$ cat src/rtl/pir_pkg.sv
package pir_pkg;
   localparam int LINES   = 4;
   localparam int LINE_W  = 2;
   localparam int IRQS    = 16;
   localparam int ROUTE_W = 8;

   typedef logic [LINE_W-1:0]  line_t;
   typedef logic [ROUTE_W-1:0] route_t;

   // Fold a pin onto a shared line: (pin + slot - 1) mod 4; only the two
   // low slot bits matter for a modulo-4 result.
   function automatic line_t fold_line(input logic [1:0] pin, input logic [1:0] slot_lo);
      return line_t'(pin + slot_lo - 2'd1);
   endfunction
endpackage

$ cat src/rtl/pir_level_store.sv
module pir_level_store
   import pir_pkg::*;
#(
   parameter int NUM_SLOTS = 32,
   parameter int SLOT_W    = 5
) (
   input  logic              clk,
   input  logic              rst_n,
   input  logic              evt_valid,
   input  logic [SLOT_W-1:0] evt_slot,
   input  logic [1:0]        evt_pin,
   input  logic              evt_level,
   output logic [LINES-1:0]  line_lvl
);
   logic  in_range;
   line_t tgt_line;
   logic [NUM_SLOTS-1:0] slot_mask;

   generate
      if (NUM_SLOTS == (1 << SLOT_W)) begin : g_full_range
         assign in_range = 1'b1;
      end else begin : g_part_range
         assign in_range = ({1'b0, evt_slot} < (SLOT_W+1)'(NUM_SLOTS));
      end
   endgenerate

   assign tgt_line  = fold_line(evt_pin, evt_slot[1:0]);
   assign slot_mask = in_range ? (NUM_SLOTS'(1) << evt_slot) : '0;

   generate
      for (genvar l = 0; l < LINES; l++) begin : g_line
         logic [NUM_SLOTS-1:0] held;
         logic                 hit;
         assign hit = evt_valid && (tgt_line == line_t'(l));
         always_ff @(posedge clk or negedge rst_n) begin
            if (!rst_n)
               held <= '0;
            else if (hit)
               held <= evt_level ? (held | slot_mask) : (held & ~slot_mask);
         end
         assign line_lvl[l] = |held;
      end
   endgenerate

   // a raised report shows on its line after the edge
   a_r3_line_follows: assert property (@(posedge clk) disable iff (!rst_n)
      (evt_valid && in_range && evt_level) |=> line_lvl[$past(tgt_line)]);

   // out-of-range reports leave every line untouched
   a_r7_ignore_oob: assert property (@(posedge clk) disable iff (!rst_n)
      (evt_valid && !in_range) |=> $stable(line_lvl));
endmodule

$ cat src/rtl/pir_route_bank.sv
module pir_route_bank
   import pir_pkg::*;
#(
   parameter logic [7:0] RESET_VAL = 8'h80
) (
   input  logic                    clk,
   input  logic                    rst_n,
   input  logic                    we,
   input  logic [LINE_W-1:0]       sel,
   input  route_t                  wdata,
   output route_t                  rdata,
   output logic [LINES-1:0][ROUTE_W-1:0] route
);
   generate
      for (genvar l = 0; l < LINES; l++) begin : g_reg
         always_ff @(posedge clk or negedge rst_n) begin
            if (!rst_n)
               route[l] <= RESET_VAL;
            else if (we && sel == LINE_W'(l))
               route[l] <= wdata;
         end
      end
   endgenerate

   assign rdata = route[sel];

   // a write lands in the selected register
   a_r6_write_lands: assert property (@(posedge clk) disable iff (!rst_n)
      we |=> (route[$past(sel)] == $past(wdata)));
endmodule

$ cat src/rtl/pir_irq_merge.sv
module pir_irq_merge
   import pir_pkg::*;
(
   input  logic [LINES-1:0]              line_lvl,
   input  logic [LINES-1:0][ROUTE_W-1:0] route,
   output logic [IRQS-1:0]               irq
);
   generate
      for (genvar k = 0; k < IRQS; k++) begin : g_irq
         logic [LINES-1:0] hit;
         for (genvar l = 0; l < LINES; l++) begin : g_src
            // a full 8-bit compare makes any value >= 16 match nothing
            assign hit[l] = line_lvl[l] && (route[l] == ROUTE_W'(k));
         end
         assign irq[k] = |hit;
      end
   endgenerate
endmodule

$ cat src/rtl/pci_intx_router.sv
module pci_intx_router
   import pir_pkg::*;
#(
   parameter int         NUM_SLOTS   = 32,
   parameter int         SLOT_W      = $clog2(NUM_SLOTS),
   parameter logic [7:0] ROUTE_RESET = 8'h80
) (
   input  logic              clk,
   input  logic              rst_n,
   input  logic              dev_valid,
   input  logic [SLOT_W-1:0] dev_slot,
   input  logic [1:0]        dev_pin,
   input  logic              dev_level,
   input  logic              cfg_we,
   input  logic [1:0]        cfg_sel,
   input  logic [7:0]        cfg_wdata,
   output logic [7:0]        cfg_rdata,
   output logic [15:0]       irq_out
);
   generate
      if (NUM_SLOTS < 4 || NUM_SLOTS > 256)
         $error("NUM_SLOTS must lie in 4..256");
      if (SLOT_W != $clog2(NUM_SLOTS))
         $error("SLOT_W must equal clog2(NUM_SLOTS)");
   endgenerate

   logic [LINES-1:0]              line_lvl;
   logic [LINES-1:0][ROUTE_W-1:0] route;

   pir_level_store #(.NUM_SLOTS(NUM_SLOTS), .SLOT_W(SLOT_W)) u_store (
      .clk(clk), .rst_n(rst_n),
      .evt_valid(dev_valid), .evt_slot(dev_slot), .evt_pin(dev_pin),
      .evt_level(dev_level), .line_lvl(line_lvl));

   pir_route_bank #(.RESET_VAL(ROUTE_RESET)) u_bank (
      .clk(clk), .rst_n(rst_n), .we(cfg_we), .sel(cfg_sel),
      .wdata(cfg_wdata), .rdata(cfg_rdata), .route(route));

   pir_irq_merge u_merge (
      .line_lvl(line_lvl), .route(route), .irq(irq_out));

   // an active line steered to IRQ n keeps output n high
   generate
      for (genvar l = 0; l < LINES; l++) begin : g_chk
         a_r5_line_reaches_irq: assert property (@(posedge clk) disable iff (!rst_n)
            (line_lvl[l] && route[l] < 8'd16) |-> irq_out[route[l][3:0]]);
      end
   endgenerate

   // with no report and no write the output vector holds
   a_r8_quiet_hold: assert property (@(posedge clk) disable iff (!rst_n)
      (!cfg_we && !dev_valid) |=> $stable(irq_out));
endmodule

$ cat config.mk
export PLATFORM = sky130hd
export DESIGN_NAME = pci_intx_router
export DESIGN_NICKNAME = d
export VERILOG_FILES = /design/src/rtl/pir_pkg.sv /design/src/rtl/pir_level_store.sv /design/src/rtl/pir_route_bank.sv /design/src/rtl/pir_irq_merge.sv /design/src/rtl/pci_intx_router.sv
export SDC_FILE = /design/constraint.sdc
export NUM_CORES = 1
export LEC_CHECK = 0
export BUFFER_PORTS_ARGS = -buffer_cell sky130_fd_sc_hd__buf_2
export CELL_PAD_IN_SITES_DETAIL_PLACEMENT = 1
export CELL_PAD_IN_SITES_GLOBAL_PLACEMENT = 1
export CORE_ASPECT_RATIO = 1.4
export CORE_MARGIN = 4
export CORE_UTILIZATION = 44
export DETAILED_ROUTE_END_ITERATION = 6
export PLACE_DENSITY = 0.84
export SYNTH_ARGS = -nofsm -noshare
export SYNTH_HDL_FRONTEND = slang
export SYNTH_SLANG_ARGS = --single-unit
$ cat constraint.sdc
create_clock -name clk -period 2.15 [get_ports clk]
set_input_delay 0.645 -clock clk [delete_from_list [all_inputs] [get_ports clk]]
set_output_delay 0.645 -clock clk [all_outputs]
set_load 0.01 [all_outputs]
## Word level (Yosys, flattened, before mapping)

Cells that the tools add are included.

| operators by class | value |
|---|---|
| reductions and logical operators | 98 |
| equality and inequality tests | 66 |
| order comparisons | 1 |
| mux-type cells | 6 |
| add/subtract/negate cells | 2 |
| bitwise operators | 9 |
| shifts and indexed selects | 1 |

Operators by type and width:

| operator | count |
|---|---|
| 8-bit by 4-bit equality test with 1-bit output (second input constant) | 32 |
| 32-bit bitwise AND | 4 |
| 8-bit by 3-bit equality test with 1-bit output (second input constant) | 16 |
| 32-bit 2-to-1 mux | 4 |
| 32-bit OR | 4 |
| 32-bit OR reduction | 4 |
| 1-bit logical AND | 72 |
| 8-bit by 2-bit equality test with 1-bit output (second input constant) | 8 |
| 4-bit OR reduction | 16 |
| 8-bit by 1-bit equality test with 1-bit output (second input constant) | 4 |
| 8-bit logical NOT | 4 |
| 32-bit NOT | 1 |
| 1-bit by 5-bit << shifter with 32-bit output (first input constant) | 1 |
| 8-bit binary-select mux with 2-bit select | 1 |
| 2-bit equality test (second input constant) | 4 |
| 8-bit 2-to-1 mux | 1 |
| 2-bit by 1-bit equality test with 1-bit output (second input constant) | 2 |
| 2-bit logical NOT | 2 |
| 2-bit by 3-bit < comparator with 1-bit output (second input constant) | 1 |
| 2-bit adder | 1 |
| 2-bit by 1-bit subtractor with 2-bit output (second input constant) | 1 |

| word-level totals | value |
|---|---|
| bits in registers | 160 |

## Longest topological paths before layout

Gate-level depths: netlist (run 1).

| logic depth | value |
|---|---|
| word-level depth | 4 |
| gate-level depth with buffers | 8 |

## Modules after synthesis

A second synthesis (run 1) with hierarchy kept.

| unflattened totals | value |
|---|---|
| cell total of the unflattened synthesis | 694 |
| area total of the unflattened synthesis | 8454.4 sq um |

Modules (own cells, without submodules):

| module | cells an instance | area an instance (sq um) | seq. area each (sq um) | times used |
|---|---|---|---|---|
| pir_level_store | 515 | 6263.5 | 3203.1 | 1 |
| pir_route_bank | 78 | 1431.4 | 805.8 | 1 |
| pir_irq_merge | 101 | 759.5 | 0.0 | 1 |

## Least setup slack after synthesis (run 1)

Ideal clock, no wire load.

| timing path | value |
|---|---|
| kind | in2reg |
| start | input port dev_slot[0] |
| end | register (tool-made name) |
| library setup time | 0.125 ns |
| data required time | 2.025 ns |
| path buffers | 1 |
| slack | 0.009 ns |
| arrival | 2.016 ns |
| cell stages on the path | 8 |
| cells stage by stage | inv_1 -> ha_1 -> xnor2_2 -> xor2_1 -> nand3_1 -> buf_2 -> nor2_1 -> mux2_2 |

RTL lines:

| what | RTL line | source |
|---|---|---|
| start: declaration | pci_intx_router.sv:11 | `input logic [SLOT_W-1:0] dev_slot,` |

==> impl_metrics.yaml, run 1 <==
outcome:
  status: "finished with violations"
  failing_checks: "setup timing"
timing:
  min_period_ps: 2980
  tightest_slew_ps: 533
  timing.max_slew.rel_slack_pct: 64.4
  period_share_pct: 138
  rsz0062_at_grt: "true"
  finalSetupTns_ps: -12790
  slew_violations: 0
  clock.fmax_ghz: 0.336
  timing_hold_violations_final: 0
  worst_slack_ps: -827
  finalSetupViolCount: 24
  worst_clock_skew_ps: 0
  fin_worst_hold_slack_ps: 72.9
die:
  start_util_pct: 44.8
  floorplan.die.width_microns: 122
  placeableCoreArea_sq_um: 17900
  die_area_sq_um: 20500
  die_h_microns: 168
  rows: 58
  i_o_pin_cnt: 46
final_layout:
  ff_latch_area_sq_um: 4020
  insertedDiodeCount: 0
  flow.area_growth_from_synthesis_pct: 22.4
  num-nets-final: 844
  final_layout_size_suffix_gt1_share_pct: 42.7
  area_of_the_multi_input_gates_sq_um: 3980
  final.fill_count: 1912
route:
  routed-via-count: 6400
  dr.pass1.iters: 5
  ant_nets: 0
  drt-total-wl_mm: 25.4
  drt-wirelength-per-cell_microns: 23.7
  drt-initial-drc-count: 475
  detail_route.vias_per_cell: 5.96
  drc: 0
place:
  portBuffers: 45
  detailedPlacementHpwl_mm: 16.1
  place_congestion: 0.896
critical_path:
  crit-reg2reg-capture: "u_bank.route[23]$_DFFE_PN1P_"
  crit_path_max_fanout: 4
  reg2reg_setup_slack_ps: 1190
  cp_data_required_time_ps: 1500
  timing.critical_path.from_type: "register"
  crit_path_end_kind: "output pin"
  worstRegToRegCells: 3
  timing.rr.start: "u_bank.route[23]$_DFFE_PN1P_"
  cp_data_arrival_time_ps: 2330
  worstSetupPathType: "reg -> out"
pwr:
  power-per-cell-area_nw_per_um2: 894
  leakagePower_nw: 4.38
  vdd_drop_max_v: 0.000563
logic_synthesis:
  synth.avg_cell_area_sq_um: 11.0
  yosys_register_bits: 160
  post_synth_inst_count: 727
  synthFlopType: "dfrtp_1"
  synth-edff-count: 0
  syn-num-nets: 750
  yosys_warnings: 0
  synth_common_cells: "156 x dfrtp_1, 156 x mux2_2, 138 x nor2_1"
  mappedNetlistArea_sq_um: 8030
  synth_largest_type_area_fraction_pct: 48.6
  synth.largest_area_cell: "dfrtp_1"
  synth_seq_area_share_pct: 49.9
  post_synth_cell_types: 41
  synth_area_leaders: "dfrtp_1 49%, mux2_2 22%, nor2_1 6.4%"
  postSynth.asyncResetShare_pct: 100
min_path:
  hold_path.class: "in -> async"
cts:
  htree_num_levels: 4
  ctsLongestPathBuffers: 2
  cts_inserted_buffers: 17
  ctsRootBufferMaster: "clkbuf_16"
  worst_skew_late_latency_ps: 440
  cts.clk_slew.worst_paths_ps: 70
  tritoncts: "yes"
  numClockSinks: 160
global_route:
  grtUsageTotal_pct: 24.9
  grt_start_max_net_pins: 45
  grt_pass1_wl_mm: 39.2
  grt_pass1_vias: 6984
  grt_overflow_total: 0
  grt_antenna_before_repair: 0
flow_run:
  drv.max_cap_violation_count: 0
area by class of cell:
class,instances,share of cell area [%]
timing repair buffer,115,9.68
clock inverter,15,1.42
clock buffer,17,4.33
tap,240,3.05
sequential,160,40.9
multi-input combinational,523,40.5
inverter,4,0.153
how the worst max path moves through the flow:
stage / startpoint / end / slack (ps)
global placement: register / irq_out[13] / -380
global route: register / irq_out[12] / -950
finish: register / irq_out[12] / -830
floorplan: dev_slot[0] / register / 9
detailed placement: register / irq_out[7] / -470
CTS: register / irq_out[12] / -860
what timing repair did:
item	in CTS	in global routing
pin swaps	3	30
hold buffers	0	0
resized for setup	40	18
gates cloned	0	2
setup endpoints to repair	24	24
setup buffers	3	11
worst max-delay path, stage by stage (launching register included):
cell and delay [ps]:
dfrtp_1 390, nor4_2 290, buf_4 170, nand4_1 190, o2111ai_2 250, buf_4 170
o32a_1 200, nand3_1 80, buf_2 150
per-stage QoR:
stage          total power, mW  cell area [sq um]  instances  worst slack (ps)  util (%)
4_1_cts                   8.61               9700       1065              -862      54.1
2_1_floorplan             4.65               8030        727              8.89         -
3_3_place_gp              5.37               8950       1033              -381      49.9
6_report                  8.79               9830       1074              -827      54.9
5_1_grt                   9.14               9830       1074              -952      54.9
3_5_place_dp              5.48               8950       1033              -466      49.9
layout by cell type (no fill, tap or decap), types with 2 or more instances in the layout:
cell type    n
and2_1       4
and3_1       8
buf_12       9
buf_2       35
buf_4       54
buf_6       17
clkbuf_16   17
clkinv_4     3
dfrtp_1    148
dfrtp_2      8
dfstp_2      4
inv_1        4
inv_6        7
inv_8        4
mux2_1       4
mux2_2     156
mux4_2       8
nand2_1     38
nand2b_1     3
nand3_1      9
nand3b_1     2
nand4_1     67
nor2_1     138
nor2b_1     20
nor3_1       2
nor3b_1      3
nor4_1      17
nor4_2      16
nor4_4       3
or2_4        6
or3b_4       2
layer usage:
metal  track usage [%]  vias up  routed length [microns]
li1                  -     2814                        -
met1              28.1     3330                     9650
met2              44.7      171                    13700
met3              4.54       85                      807
met4              12.4        0                     1260
met5                 0        -                        0
kinds of logic (layout without fill, tap and decap cells):
kind of cell | count (synthesis) | in the layout | share of synthesized area [%]
AND/OR/NAND/NOR | 343 | 345 | 21.6
multiplexers | 168 | 168 | 24.7
flip-flops | 160 | 160 | 49.9
buffers and inverters | 46 | 151 | 2.63
AO/OA/AOI/OAI | 6 | 6 | 0.608
XOR/XNOR | 3 | 3 | 0.421
adder cells (fa/ha/maj) | 1 | 1 | 0.156
where the power goes:
part	total [mW]	internal, mW	switching [mW]	leakage [nW]
sequential	3.78	3.40	0.377	2.11
clock	2.94	1.54	1.40	0.278
combinational	2.07	1.02	1.05	1.99
total	8.79	5.96	2.83	4.38
(Power assumes the default switching activity.)
==> inputs of run 2 (changes only) <==
- SKIP_CTS_REPAIR_TIMING: not set -> 1
==> impl_metrics.yaml, run 2 (synthesized netlist as in run 1, its figures left out) <==
cts:
  cts_inserted_buffers: 17
  htree_num_levels: 4
  worst_skew_late_latency_ps: 440
  ctsRootBufferMaster: "clkbuf_16"
  cts.clk_slew.worst_paths_ps: 70
  numClockSinks: 160
  tritoncts: "yes"
  ctsLongestPathBuffers: 2
timing:
  finalSetupViolCount: 24
  finalSetupTns_ps: -13250
  timing.max_slew.rel_slack_pct: 64.7
  timing_hold_violations_final: 0
  tightest_slew_ps: 530
  period_share_pct: 140
  worst_clock_skew_ps: 0
  clock.fmax_ghz: 0.332
  rsz0062_at_grt: "true"
  slew_violations: 0
  worst_slack_ps: -863
  min_period_ps: 3010
min_path:
  hold_path.class: "in -> async"
final_layout:
  final_layout_size_suffix_gt1_share_pct: 41.8
  final.fill_count: 1917
  insertedDiodeCount: 0
  num-nets-final: 840
  ff_latch_area_sq_um: 4020
  mostFrequentLayoutCells: "156 x mux2_2, 147 x dfrtp_1, 138 x nor2_1, 67 x nand4_1, 52 x buf_4"
  flow.area_growth_from_synthesis_pct: 21.6
  post-route-util_pct: 54.5
  layout.cells.most_common: "mux2_2"
  area_of_the_multi_input_gates_sq_um: 3940
outcome:
  failing_checks: "setup timing"
  status: "finished with violations"
pwr:
  power-per-cell-area_nw_per_um2: 890
  clock_power_share_pct: 33.9
  combinationalPowerShare_pct: 22.6
  pwr-share-seq_pct: 43.5
  cellInternalPower_mw: 5.92
  vdd_drop_max_v: 0.000567
  leakagePower_nw: 4.35
  total_power_mw: 8.69
  switching_share_pct: 31.9
  netSwitchingPower_mw: 2.77
die:
  floorplan.die.width_microns: 122
  i_o_pin_cnt: 46
  placeableCoreArea_sq_um: 17900
  start_util_pct: 44.8
  die_h_microns: 168
  die_area_sq_um: 20500
  rows: 58
global_route:
  grt_antenna_before_repair: 0
  gr-max-usage-layer: "met2"
  grt_overflow_total: 0
  grt_pass1_wl_mm: 38.5
  grt_start_max_net_pins: 45
  use_met1_pct: 27.9
  globalRouteMet2Util_pct: 44.1
  met3_track_usage_gr_pct: 4.03
  grtUsageTotal_pct: 24.5
  grt_pass1_vias: 6930
place:
  place_congestion: 0.896
  portBuffers: 45
  detailedPlacementHpwl_mm: 16.1
critical_path:
  crit_path_buffers_inverters: 2
  critical_path.slowest_cell: "nor4_1"
  crit_family: "simple AND/OR/NAND/NOR gates"
  cp_data_required_time_ps: 1500
  crit_path_max_fanout: 5
  crit_path_end_kind: "output pin"
  critical-path-max-stage-delay_ps: 430
  cp_data_arrival_time_ps: 2370
  worstSetupPathType: "reg -> out"
  timing.critical_path.from_type: "register"
  critical_path.cell_chain: "nor4_1 > nand4_1 > o21ai_1 > buf_4 > o32a_1 > nand3_1 > buf_2"
route:
  drt-initial-drc-count: 413
  drt-wirelength-per-cell_microns: 23.1
  routed-via-count: 6282
  ant_nets: 0
  detail_route.vias_per_cell: 5.87
  dr.pass1.iters: 4
  drt-total-wl_mm: 24.7
  drc: 0
flow_run:
  drv.max_cap_violation_count: 0
==> run 2: routing by layer <==
metal | routed length (microns) | share of wire, %
met5 | 0 | 0
met1 | 9470 | 38
met3 | 717 | 2.9
met4 | 920 | 3.7
met2 | 13600 | 55
==> run 2: final cells by class <==
type / count / area share (%)
Sequential cell: 160 / 41.2
Tap cell: 240 / 3.07
Inverter: 4 / 0.154
Clock inverter: 15 / 1.43
Multi-Input combinational cell: 522 / 40.3
Clock buffer: 17 / 4.36
Timing Repair Buffer: 112 / 9.48
==> run 2: through the flow <==
stage,instances,hold WS (ps),cell area [sq um],setup WS (ps)
finish,1070,66.1,9770,-863
global route,1070,69.3,9770,-1000
CTS,1065,62.3,9520,-975
detailed placement,1033,489,8950,-466
global placement,1033,471,8950,-381
floorplan,727,349,8030,8.89
==> run 2: path summary, 6_finish.rpt <==
| path | startpoint | endpoint | slack (ps) | depth (start not counted) |
|---|---|---|---|---|
| max | register | irq_out[12] | -860 | 7 |
| min | rst_n | u_bank.route[24]$_DFFE_PN0P_ | 70 | 1 |
| max reg2reg | u_bank.route[23]$_DFFE_PN1P_ | u_bank.route[23]$_DFFE_PN1P_ | 1190 | 3 |
| min reg2reg | register | register | 510 | 1 |
| max in group asynchronous | rst_n | u_bank.route[23]$_DFFE_PN1P_ | 1420 | 2 |
| min in group clk | cfg_wdata[0] | u_bank.route[8]$_DFFE_PN0P_ | 500 | 2 |
==> run 2: worst register-to-register path: cells and delay by family (launching register included) <==
kind,cells,cell delay [ps]
buffers and inverters,2,210
DFF,1,560
muxes,1,140
==> run 2: power groups by stage <==
stage,Combinational [mW],Sequential (mW),Clock (mW)
3_5_place_dp,1.72,3.76,0
6_report,1.97,3.78,2.95
2_1_floorplan,1.00,3.65,0
5_1_grt,2.11,3.82,3.15
4_1_cts,1.77,3.72,2.98
3_3_place_gp,1.65,3.72,0
